File: config.mk
export PLATFORM = sky130hd
export DESIGN_NAME = flash_cmd_decoder
export DESIGN_NICKNAME = d
export VERILOG_FILES = /design/src/rtl/fcd_pkg.sv /design/src/rtl/fcd_cycle_match.sv /design/src/rtl/fcd_seq_fsm.sv /design/src/rtl/fcd_read_ctrl.sv /design/src/rtl/flash_cmd_decoder.sv
export SDC_FILE = /design/constraint.sdc
export NUM_CORES = 1
export LEC_CHECK = 0
export BUFFER_PORTS_ARGS = -buffer_cell sky130_fd_sc_hd__buf_4
export CAP_MARGIN = 20
export CORE_ASPECT_RATIO = 2
export CORE_MARGIN = 10
export CORE_UTILIZATION = 45
export DETAILED_ROUTE_END_ITERATION = 10
export PLACE_DENSITY = 0.76
export SYNTH_ARGS = -nofsm -noshare
export SYNTH_HDL_FRONTEND = slang
export SYNTH_SLANG_ARGS = --single-unit
export TNS_END_PERCENT = 30
File: constraint.sdc
create_clock -name clk -period 1.8 [get_ports clk]
set_input_delay 0.36 -clock clk [delete_from_list [all_inputs] [get_ports clk]]
set_output_delay 0.36 -clock clk [all_outputs]
set_load 0.01 [all_outputs]
File: src/rtl/fcd_pkg.sv
package fcd_pkg;

    typedef enum logic [3:0] {
        ST_IDLE,
        ST_UNL1,
        ST_UNL2,
        ST_PROG_DATA,
        ST_ERS_SETUP,
        ST_ERS_UNL1,
        ST_ERS_UNL2,
        ST_AUTOSEL,
        ST_BUSY_PROG,
        ST_BUSY_CHIP,
        ST_BUSY_SECT,
        ST_SUSPENDED
    } seq_state_e;

    typedef enum logic [2:0] {
        OP_NONE       = 3'd0,
        OP_PROGRAM    = 3'd1,
        OP_CHIP_ERASE = 3'd2,
        OP_SECT_ERASE = 3'd3,
        OP_SUSPEND    = 3'd4,
        OP_RESUME     = 3'd5,
        OP_AUTOSEL    = 3'd6,
        OP_RESET      = 3'd7
    } op_code_e;

    typedef enum logic [1:0] {
        RD_ARRAY  = 2'd0,
        RD_ID     = 2'd1,
        RD_STATUS = 2'd2
    } rd_mode_e;

    // command byte values
    localparam logic [7:0] CMD_UNLOCK_A = 8'hAA;
    localparam logic [7:0] CMD_UNLOCK_B = 8'h55;
    localparam logic [7:0] CMD_PROGRAM  = 8'hA0;
    localparam logic [7:0] CMD_SETUP    = 8'h80;
    localparam logic [7:0] CMD_AUTOSEL  = 8'h90;
    localparam logic [7:0] CMD_RESET    = 8'hF0;
    localparam logic [7:0] CMD_CHIP     = 8'h10;
    localparam logic [7:0] CMD_SECT_RES = 8'h30;
    localparam logic [7:0] CMD_SUSPEND  = 8'hB0;

    // decoded view of one bus write
    typedef struct packed {
        logic any;
        logic reset;
        logic unl_a;
        logic unl_b;
        logic prog;
        logic setup;
        logic autosel;
        logic chip;
        logic sect;
        logic susp;
    } cyc_flags_t;

endpackage

File: src/rtl/fcd_cycle_match.sv
module fcd_cycle_match
    import fcd_pkg::*;
#(
    parameter int              DATA_W        = 8,
    parameter int              CMP_W         = 12,
    parameter logic [CMP_W-1:0] UNLOCK_ADDR_A = 'h555,
    parameter logic [CMP_W-1:0] UNLOCK_ADDR_B = 'h2AA
) (
    input  logic              wr_en,
    input  logic [CMP_W-1:0]  addr_lo,
    input  logic [DATA_W-1:0] wr_data,
    output cyc_flags_t        flags
);

    logic at_a;
    logic at_b;

    assign at_a = (addr_lo == UNLOCK_ADDR_A);
    assign at_b = (addr_lo == UNLOCK_ADDR_B);

    function automatic logic is_byte(input logic [DATA_W-1:0] d,
                                     input logic [7:0] code);
        return d == DATA_W'(code);
    endfunction

    always_comb begin
        flags         = '0;
        flags.any     = wr_en;
        flags.reset   = wr_en && is_byte(wr_data, CMD_RESET);
        flags.unl_a   = wr_en && at_a && is_byte(wr_data, CMD_UNLOCK_A);
        flags.unl_b   = wr_en && at_b && is_byte(wr_data, CMD_UNLOCK_B);
        flags.prog    = wr_en && at_a && is_byte(wr_data, CMD_PROGRAM);
        flags.setup   = wr_en && at_a && is_byte(wr_data, CMD_SETUP);
        flags.autosel = wr_en && at_a && is_byte(wr_data, CMD_AUTOSEL);
        flags.chip    = wr_en && at_a && is_byte(wr_data, CMD_CHIP);
        flags.sect    = wr_en && is_byte(wr_data, CMD_SECT_RES);
        flags.susp    = wr_en && is_byte(wr_data, CMD_SUSPEND);
    end

endmodule

File: src/rtl/fcd_seq_fsm.sv
module fcd_seq_fsm
    import fcd_pkg::*;
#(
    parameter int ADDR_W = 21,
    parameter int DATA_W = 8
) (
    input  logic              clk,
    input  logic              rst_n,
    input  cyc_flags_t        flags,
    input  logic              op_done,
    input  logic [ADDR_W-1:0] wr_addr,
    input  logic [DATA_W-1:0] wr_data,
    output seq_state_e        state,
    output logic              req_valid,
    output op_code_e          req_op,
    output logic [ADDR_W-1:0] req_addr,
    output logic [DATA_W-1:0] req_data
);

    seq_state_e nxt_state;
    logic       nxt_req;
    op_code_e   nxt_op;

    // next state and request decision
    always_comb begin
        nxt_state = state;
        nxt_req   = 1'b0;
        nxt_op    = OP_NONE;
        unique case (state)
            ST_IDLE: begin
                if (flags.reset) begin
                    nxt_req = 1'b1;
                    nxt_op  = OP_RESET;
                end else if (flags.unl_a) begin
                    nxt_state = ST_UNL1;
                end
            end
            ST_UNL1, ST_ERS_SETUP: begin
                if (flags.reset) begin
                    nxt_state = ST_IDLE;
                    nxt_req   = 1'b1;
                    nxt_op    = OP_RESET;
                end else if (state == ST_UNL1 && flags.unl_b) begin
                    nxt_state = ST_UNL2;
                end else if (state == ST_ERS_SETUP && flags.unl_a) begin
                    nxt_state = ST_ERS_UNL1;
                end else if (flags.any) begin
                    nxt_state = ST_IDLE;
                end
            end
            ST_UNL2: begin
                if (flags.reset) begin
                    nxt_state = ST_IDLE;
                    nxt_req   = 1'b1;
                    nxt_op    = OP_RESET;
                end else if (flags.prog) begin
                    nxt_state = ST_PROG_DATA;
                end else if (flags.setup) begin
                    nxt_state = ST_ERS_SETUP;
                end else if (flags.autosel) begin
                    nxt_state = ST_AUTOSEL;
                    nxt_req   = 1'b1;
                    nxt_op    = OP_AUTOSEL;
                end else if (flags.any) begin
                    nxt_state = ST_IDLE;
                end
            end
            ST_PROG_DATA: begin
                if (flags.any) begin
                    nxt_state = ST_BUSY_PROG;
                    nxt_req   = 1'b1;
                    nxt_op    = OP_PROGRAM;
                end
            end
            ST_ERS_UNL1: begin
                if (flags.reset) begin
                    nxt_state = ST_IDLE;
                    nxt_req   = 1'b1;
                    nxt_op    = OP_RESET;
                end else if (flags.unl_b) begin
                    nxt_state = ST_ERS_UNL2;
                end else if (flags.any) begin
                    nxt_state = ST_IDLE;
                end
            end
            ST_ERS_UNL2: begin
                if (flags.reset) begin
                    nxt_state = ST_IDLE;
                    nxt_req   = 1'b1;
                    nxt_op    = OP_RESET;
                end else if (flags.chip) begin
                    nxt_state = ST_BUSY_CHIP;
                    nxt_req   = 1'b1;
                    nxt_op    = OP_CHIP_ERASE;
                end else if (flags.sect) begin
                    nxt_state = ST_BUSY_SECT;
                    nxt_req   = 1'b1;
                    nxt_op    = OP_SECT_ERASE;
                end else if (flags.any) begin
                    nxt_state = ST_IDLE;
                end
            end
            ST_AUTOSEL: begin
                if (flags.reset) begin
                    nxt_state = ST_IDLE;
                    nxt_req   = 1'b1;
                    nxt_op    = OP_RESET;
                end
            end
            ST_BUSY_PROG, ST_BUSY_CHIP: begin
                if (op_done) begin
                    nxt_state = ST_IDLE;
                end
            end
            ST_BUSY_SECT: begin
                if (op_done) begin
                    nxt_state = ST_IDLE;
                end else if (flags.susp) begin
                    nxt_state = ST_SUSPENDED;
                    nxt_req   = 1'b1;
                    nxt_op    = OP_SUSPEND;
                end
            end
            ST_SUSPENDED: begin
                if (flags.sect) begin
                    nxt_state = ST_BUSY_SECT;
                    nxt_req   = 1'b1;
                    nxt_op    = OP_RESUME;
                end
            end
            default: nxt_state = ST_IDLE;
        endcase
    end

    // state register
    always_ff @(posedge clk or negedge rst_n) begin
        if (!rst_n) begin
            state <= ST_IDLE;
        end else begin
            state <= nxt_state;
        end
    end

    // request registers
    always_ff @(posedge clk or negedge rst_n) begin
        if (!rst_n) begin
            req_valid <= 1'b0;
            req_op    <= OP_NONE;
            req_addr  <= '0;
            req_data  <= '0;
        end else begin
            req_valid <= nxt_req;
            req_op    <= nxt_op;
            if (nxt_req) begin
                req_addr <= wr_addr;
                req_data <= wr_data;
            end
        end
    end

endmodule

File: src/rtl/fcd_read_ctrl.sv
module fcd_read_ctrl
    import fcd_pkg::*;
#(
    parameter int          DATA_W   = 8,
    parameter int          ID_SEL_W = 2,
    parameter logic [7:0]  MFR_CODE = 8'h04,
    parameter logic [7:0]  DEV_CODE = 8'hAD
) (
    input  seq_state_e          state,
    input  logic [ID_SEL_W-1:0] rd_addr_lo,
    output rd_mode_e            rd_sel,
    output logic [DATA_W-1:0]   id_byte
);

    localparam int ID_SLOTS = 2 ** ID_SEL_W;

    logic [DATA_W-1:0] id_table [ID_SLOTS];

    for (genvar g = 0; g < ID_SLOTS; g++) begin : g_id
        if (g == 0) begin : g_mfr
            assign id_table[g] = DATA_W'(MFR_CODE);
        end else if (g == 1) begin : g_dev
            assign id_table[g] = DATA_W'(DEV_CODE);
        end else begin : g_blank
            assign id_table[g] = '0;
        end
    end

    always_comb begin
        unique case (state)
            ST_AUTOSEL:                             rd_sel = RD_ID;
            ST_BUSY_PROG, ST_BUSY_CHIP, ST_BUSY_SECT: rd_sel = RD_STATUS;
            default:                                rd_sel = RD_ARRAY;
        endcase
    end

    assign id_byte = (rd_sel == RD_ID) ? id_table[rd_addr_lo] : '0;

endmodule

File: src/rtl/flash_cmd_decoder.sv
module flash_cmd_decoder
    import fcd_pkg::*;
#(
    parameter int ADDR_W      = 21,
    parameter int DATA_W      = 8,
    parameter int NUM_SECTORS = 32,
    parameter int CMP_W       = 12,
    parameter int ID_SEL_W    = 2
) (
    input  logic                 clk,
    input  logic                 rst_n,
    input  logic                 wr_en,
    input  logic [ADDR_W-1:0]    wr_addr,
    input  logic [DATA_W-1:0]    wr_data,
    input  logic                 op_done,
    input  logic [ID_SEL_W-1:0]  rd_addr_lo,
    output logic                 req_valid,
    output logic [2:0]           req_op,
    output logic [ADDR_W-1:0]    req_addr,
    output logic [DATA_W-1:0]    req_data,
    output logic [$clog2(NUM_SECTORS)-1:0] req_sector,
    output logic [1:0]           rd_sel,
    output logic [DATA_W-1:0]    id_byte
);

    localparam int SECT_W = $clog2(NUM_SECTORS);

    cyc_flags_t flags;
    seq_state_e state;
    op_code_e   op_q;
    rd_mode_e   mode;

    fcd_cycle_match #(
        .DATA_W (DATA_W),
        .CMP_W  (CMP_W)
    ) u_match (
        .wr_en   (wr_en),
        .addr_lo (wr_addr[CMP_W-1:0]),
        .wr_data (wr_data),
        .flags   (flags)
    );

    fcd_seq_fsm #(
        .ADDR_W (ADDR_W),
        .DATA_W (DATA_W)
    ) u_fsm (
        .clk       (clk),
        .rst_n     (rst_n),
        .flags     (flags),
        .op_done   (op_done),
        .wr_addr   (wr_addr),
        .wr_data   (wr_data),
        .state     (state),
        .req_valid (req_valid),
        .req_op    (op_q),
        .req_addr  (req_addr),
        .req_data  (req_data)
    );

    fcd_read_ctrl #(
        .DATA_W   (DATA_W),
        .ID_SEL_W (ID_SEL_W)
    ) u_read (
        .state      (state),
        .rd_addr_lo (rd_addr_lo),
        .rd_sel     (mode),
        .id_byte    (id_byte)
    );

    assign req_op     = op_q;
    assign rd_sel     = mode;
    assign req_sector = req_addr[ADDR_W-1 -: SECT_W];

endmodule

# Yosys cells after proc, flatten, opt, wreduce, memory -nomap -nowiden
# Index checks and enable logic that the tools add are counted.
# op_classes
order_cmp	1
eq_ne	30
n_mux	52
bitwise	1
reduce_logical	19
# op_table
cell	count
2-to-1 mux 4 bit	21
== test 8 bit (second input constant)	6
case mux 4 bit (10 select lines)	1
2-to-1 mux 3 bit	10
2-to-1 mux 8 bit	3
case mux 3 bit (6 select lines)	1
binary-select mux 8 bit (select 2 bit)	1
== test 4 x 3 -> 1 bit (second input constant)	4
== test 4 bit (second input constant)	4
logical AND 1 bit	13
== test 12 x 10 -> 1 bit (second input constant)	1
== test 12 x 11 -> 1 bit (second input constant)	1
2-to-1 mux 1 bit	12
inequality test 2 bit (second input constant)	5
== test 4 x 2 -> 1 bit (second input constant)	2
== test 8 x 5 -> 1 bit (second input constant)	1
== test 8 x 6 -> 1 bit (second input constant)	1
== test 8 x 7 -> 1 bit (second input constant)	1
AND reduction 7 bit	1
case mux 1 bit (6 select lines)	1
OR reduction 5 bit	1
== test 4 x 1 -> 1 bit (second input constant)	1
zero test 4 bit	1
case mux 2 bit (2 select lines)	1
8 further kinds	9
# word_totals
register_bits	37
out_inout_bits	48

# Depth between registers and ports, before layout
# logic_depth
depth_word	8
ltp_mapped	8

# Modules after synthesis
# A second synthesis with hierarchy kept.
# unflattened
cells_unflattened	198
hier_area_um2	2143.3
# modules_own_cells
module	n_inst	cells_per_inst	area_per_inst_um2	seq_area_each_um2
fcd_seq_fsm	1	147	1775.5	925.9
fcd_cycle_match	1	33	226.5	0.0
fcd_read_ctrl	1	13	103.8	0.0
flash_cmd_decoder	1	5	37.5	0.0

# Worst setup path after synthesis
# No wires, ideal clock.
# synth_path
kind	input -> register
start	input port wr_data[1]
end	register u_fsm.req_addr[0]
setup_time_ns	0.125
arrival_ns	1.902
required_time_ns	1.675
slack_ns	-0.227
stages	7
path_cell_list	or3b_1 > nor4_2 > o21ai_1 > a21oi_1 > nand3b_4 > buf_12 > mux2_4
# synth_via
elab_chain_len	7
# synth_rtl
element	line	text
start: declaration	flash_cmd_decoder.sv:14	input logic [DATA_W-1:0] wr_data,
== test 8 bit	fcd_cycle_match.sv:23	return d == DATA_W'(code);
logical AND 1 bit	fcd_cycle_match.sv:34	flags.autosel = wr_en && at_a && is_byte(wr_data, CMD_AUTOSEL);
2-to-1 mux 1 bit	fcd_seq_fsm.sv:60	end else if (flags.autosel) begin
2-to-1 mux 1 bit	fcd_seq_fsm.sv:58	end else if (flags.setup) begin
2-to-1 mux 1 bit	fcd_seq_fsm.sv:56	end else if (flags.prog) begin
2-to-1 mux 1 bit	fcd_seq_fsm.sv:52	if (flags.reset) begin
case mux 1 bit (6 select lines) *	fcd_seq_fsm.sv:29	unique case (state)
end signal: assignment	fcd_seq_fsm.sv:155	req_addr <= wr_addr;
end: declaration	fcd_seq_fsm.sv:16	output logic [ADDR_W-1:0] req_addr,
# Every way passes the cells marked *; elsewhere a longest branch is shown, timed or not.
# A chain may end at the register's enable or synchronous reset.

# Worst setup path after layout
# layout_path
start	input port wr_data[0]
end	register u_fsm.req_addr[5]
# The elaborated chain is that of the path after synthesis.

==> out/metrics.csv <==
metric;value;unit
instances_no_fill;390;
die_y;122;um
htree_levels;2;
drt-pass1-iter-count;4;
core-area;0.00509;mm2
reg2regPathDepth;6;
cp-end-kind;flop;
utilization;70.1;%
grt_max_degree;38;
p_seq_share;43.8;%
min-delay-path-class;primary input to asynchronous set/reset pin;
maxCapViolCount;0;
synthFlopType;dfrtp_1;
ys_ff_latch;37;
crit_path_max_fanout;7;
drive_gt1_share;63.3;%
gp_congestion;0.927;
holdBufCountCts;0;
io_pins;83;
start_util;46.1;%
violations;setup timing;
grt_pass1_vias;2355;
fin_skew;0.00707;ns
synth_edf_count;0;
p_per_area;582;mW/mm2
overflow;0;
seq_area_frac_synth;39.5;%
p_clk_share;27.9;%
reg2reg_slack;-0.14;ns
power_switching;0.611;mW
startpoint_type;primary input;
cts_made_buffers;5;
leakage;1.79;nW
hold_violations;0;
p_comb_share;28.3;%
post-route-min-period;1.95;ns
async_reset_ff_share;100;%
clkTransAtPathRegs;0.07;ns
worstSkewPairLatency;0.29;ns
synth_common_cells;dfrtp_1, mux2_4, buf_4, nand2_1, nor2_1;
cts.path.max_buffers;2;
yosysWarnings;0;
nNetsFinal;366;
slew_violations;0;
reg2reg_to;u_fsm.state[0]$_DFFE_PN0P_;
syn2layout_area_growth;52.2;%
fin_crit_sh;108;%
synth.most_common_cell;dfrtp_1;
totalWireLength;7.50;mm
cts_tree;built;
grt_pass1_wl;11.6;mm
grt_usage;16.7;%
synth.area.top_cells;dfrtp_1, mux2_4, buf_4, buf_12, nand2_1;
status;finished, violations left;
antenna_found_initial;0;
syn_area;0.00235;mm2
cts_root_buffer;clkbuf_8;
chipWidth;71.1;um
preCtsSetupSlack;-0.513;ns
avgSynthCellArea;11.6;um2
drtIter0Drc;113;
synth_cell_types;55;
synth_top_area_share;39.5;%
crit_type;primary input to flop;
finalSetupViolCount;35;
clock_sinks;37;
synthCells;203;
synth_top_cell_by_area;dfrtp_1;
via_per_inst;5.45;
r2r-start;u_fsm.state[3]$_DFFE_PN0P_;
die-area;0.00868;mm2
fin_tns_setup;-4.15;ns
wire_per_inst;19.2;um
irDropWorstVdd;0.000769;V
dp_cells;375;
fmax;0.513;GHz
fillers;394;
setup_ws;-0.151;ns
port_buffers;79;
ant_nets;0;
rsz0062_at_grt;yes;
crit_arrival;2.13;ns
insertedDiodeCount;0;
whs;0.0156;ns
route.detailed.drc;0;
cp.required;1.98;ns
switching_share;29.4;%
place_hpwl;5.86;mm
num_vias;2125;
intPower;1.46;mW
row_count;37;
-- through the flow --
stage / instance area (um2) / total power, mW
2_1_floorplan: 2360 / 1.20
3_3_place_gp: 3250 / 1.45
3_5_place_dp: 3250 / 1.46
4_1_cts: 3420 / 2.08
5_1_grt: 3570 / 2.18
6_report: 3570 / 2.08
-- critical path, stage by stage --
cell       delay (ns)
buf_4            0.11
or3_4            0.39
and4bb_1         0.30
and4_4           0.26
a31oi_4          0.04
nand3b_4         0.17
clkbuf_16        0.19
mux2_4           0.29
-- power by group through the flow --
stage	registers, mW	clock network [mW]	logic [mW]
2_1_floorplan	0.926	0	0.274
3_3_place_gp	0.920	0	0.527
3_5_place_dp	0.921	0	0.538
4_1_cts	0.908	0.600	0.576
5_1_grt	0.913	0.632	0.634
6_report	0.908	0.579	0.588
-- registers in the layout (all words and copies together) (netlist names) --
| name | flops |
|---|---|
| u_fsm.req_addr | 21 |
| u_fsm.state | 4 |
| u_fsm.req_op | 3 |
| u_fsm.req_data | 8 |
| u_fsm.req_valid | 1 |
-- metal layers --
metal,global-route usage (%),part of all wire [%]
met1,15.5,33
met2,30.7,58
met3,4.31,4.7
met4,11.1,4.6
met5,0,0
-- layout make-up --
| type | instances | area [um2] | share of cell area, % |
|---|---|---|---|
| inverter | 4 | 15.0 | 0.421 |
| sequential | 37 | 928 | 26.0 |
| clock inverter | 2 | 15.0 | 0.421 |
| multi-input combinational | 142 | 1320 | 36.9 |
| tap | 58 | 72.6 | 2.03 |
| timing repair buffer | 141 | 1150 | 32.2 |
| clock buffer | 6 | 72.6 | 2.03 |
-- cell usage in the layout (no fill, tap or decap), types with 3 or more instances in the layout --
| master | n |
|---|---|
| buf_4 | 129 |
| dfrtp_1 | 35 |
| mux2_4 | 29 |
| nand2_1 | 12 |
| nor2_1 | 9 |
| buf_6 | 8 |
| o21ai_1 | 6 |
| clkbuf_8 | 5 |
| a21oi_1 | 4 |
| nand2b_1 | 4 |
| nor4_1 | 4 |
| inv_1 | 4 |
| nor3_1 | 4 |
| nand2b_4 | 3 |
| nand4b_1 | 3 |
| nand3_1 | 3 |
| nand4_1 | 3 |
| and4b_1 | 3 |
| conb_1 | 3 |
-- logic make-up after synthesis --
| family | after synthesis | share of synthesized area [%] |
|---|---|---|
| and+or+nand+nor | 82 | 22.9 |
| AOI/OAI and AO/OA | 27 | 8.43 |
| muxes | 30 | 19.0 |
| DFF | 37 | 39.5 |
| buffers and inverters | 26 | 10.0 |
| other | 1 | 0.160 |
-- what timing repair did --
action                                 4_1_cts  5_1_grt
gates cloned                                 0        2
endpoints found under the hold margin        0        0
setup endpoints to repair                   37       39
gates resized for setup                     16       17
buffers inserted                             3        2
pin swaps                                    3        4
-- worst max-delay path by stage --
stage / startpoint / end / slack (ns)
detailed placement: wr_data[1] / u_fsm.req_addr[9]$_DFFE_PN0P_ / -0.51
floorplan: wr_data[0] / u_fsm.req_addr[0]$_DFFE_PN0P_ / -0.20
global route: wr_data[1] / u_fsm.req_addr[5]$_DFFE_PN0P_ / -0.21
finish: wr_data[0] / u_fsm.req_addr[5]$_DFFE_PN0P_ / -0.15
CTS: u_fsm.state[0]$_DFFE_PN0P_ / u_fsm.req_addr[1]$_DFFE_PN0P_ / -0.14
global placement: wr_data[1] / u_fsm.req_data[1]$_DFFE_PN0P_ / -0.45
Note: power is estimated with default switching activity, not from simulation.
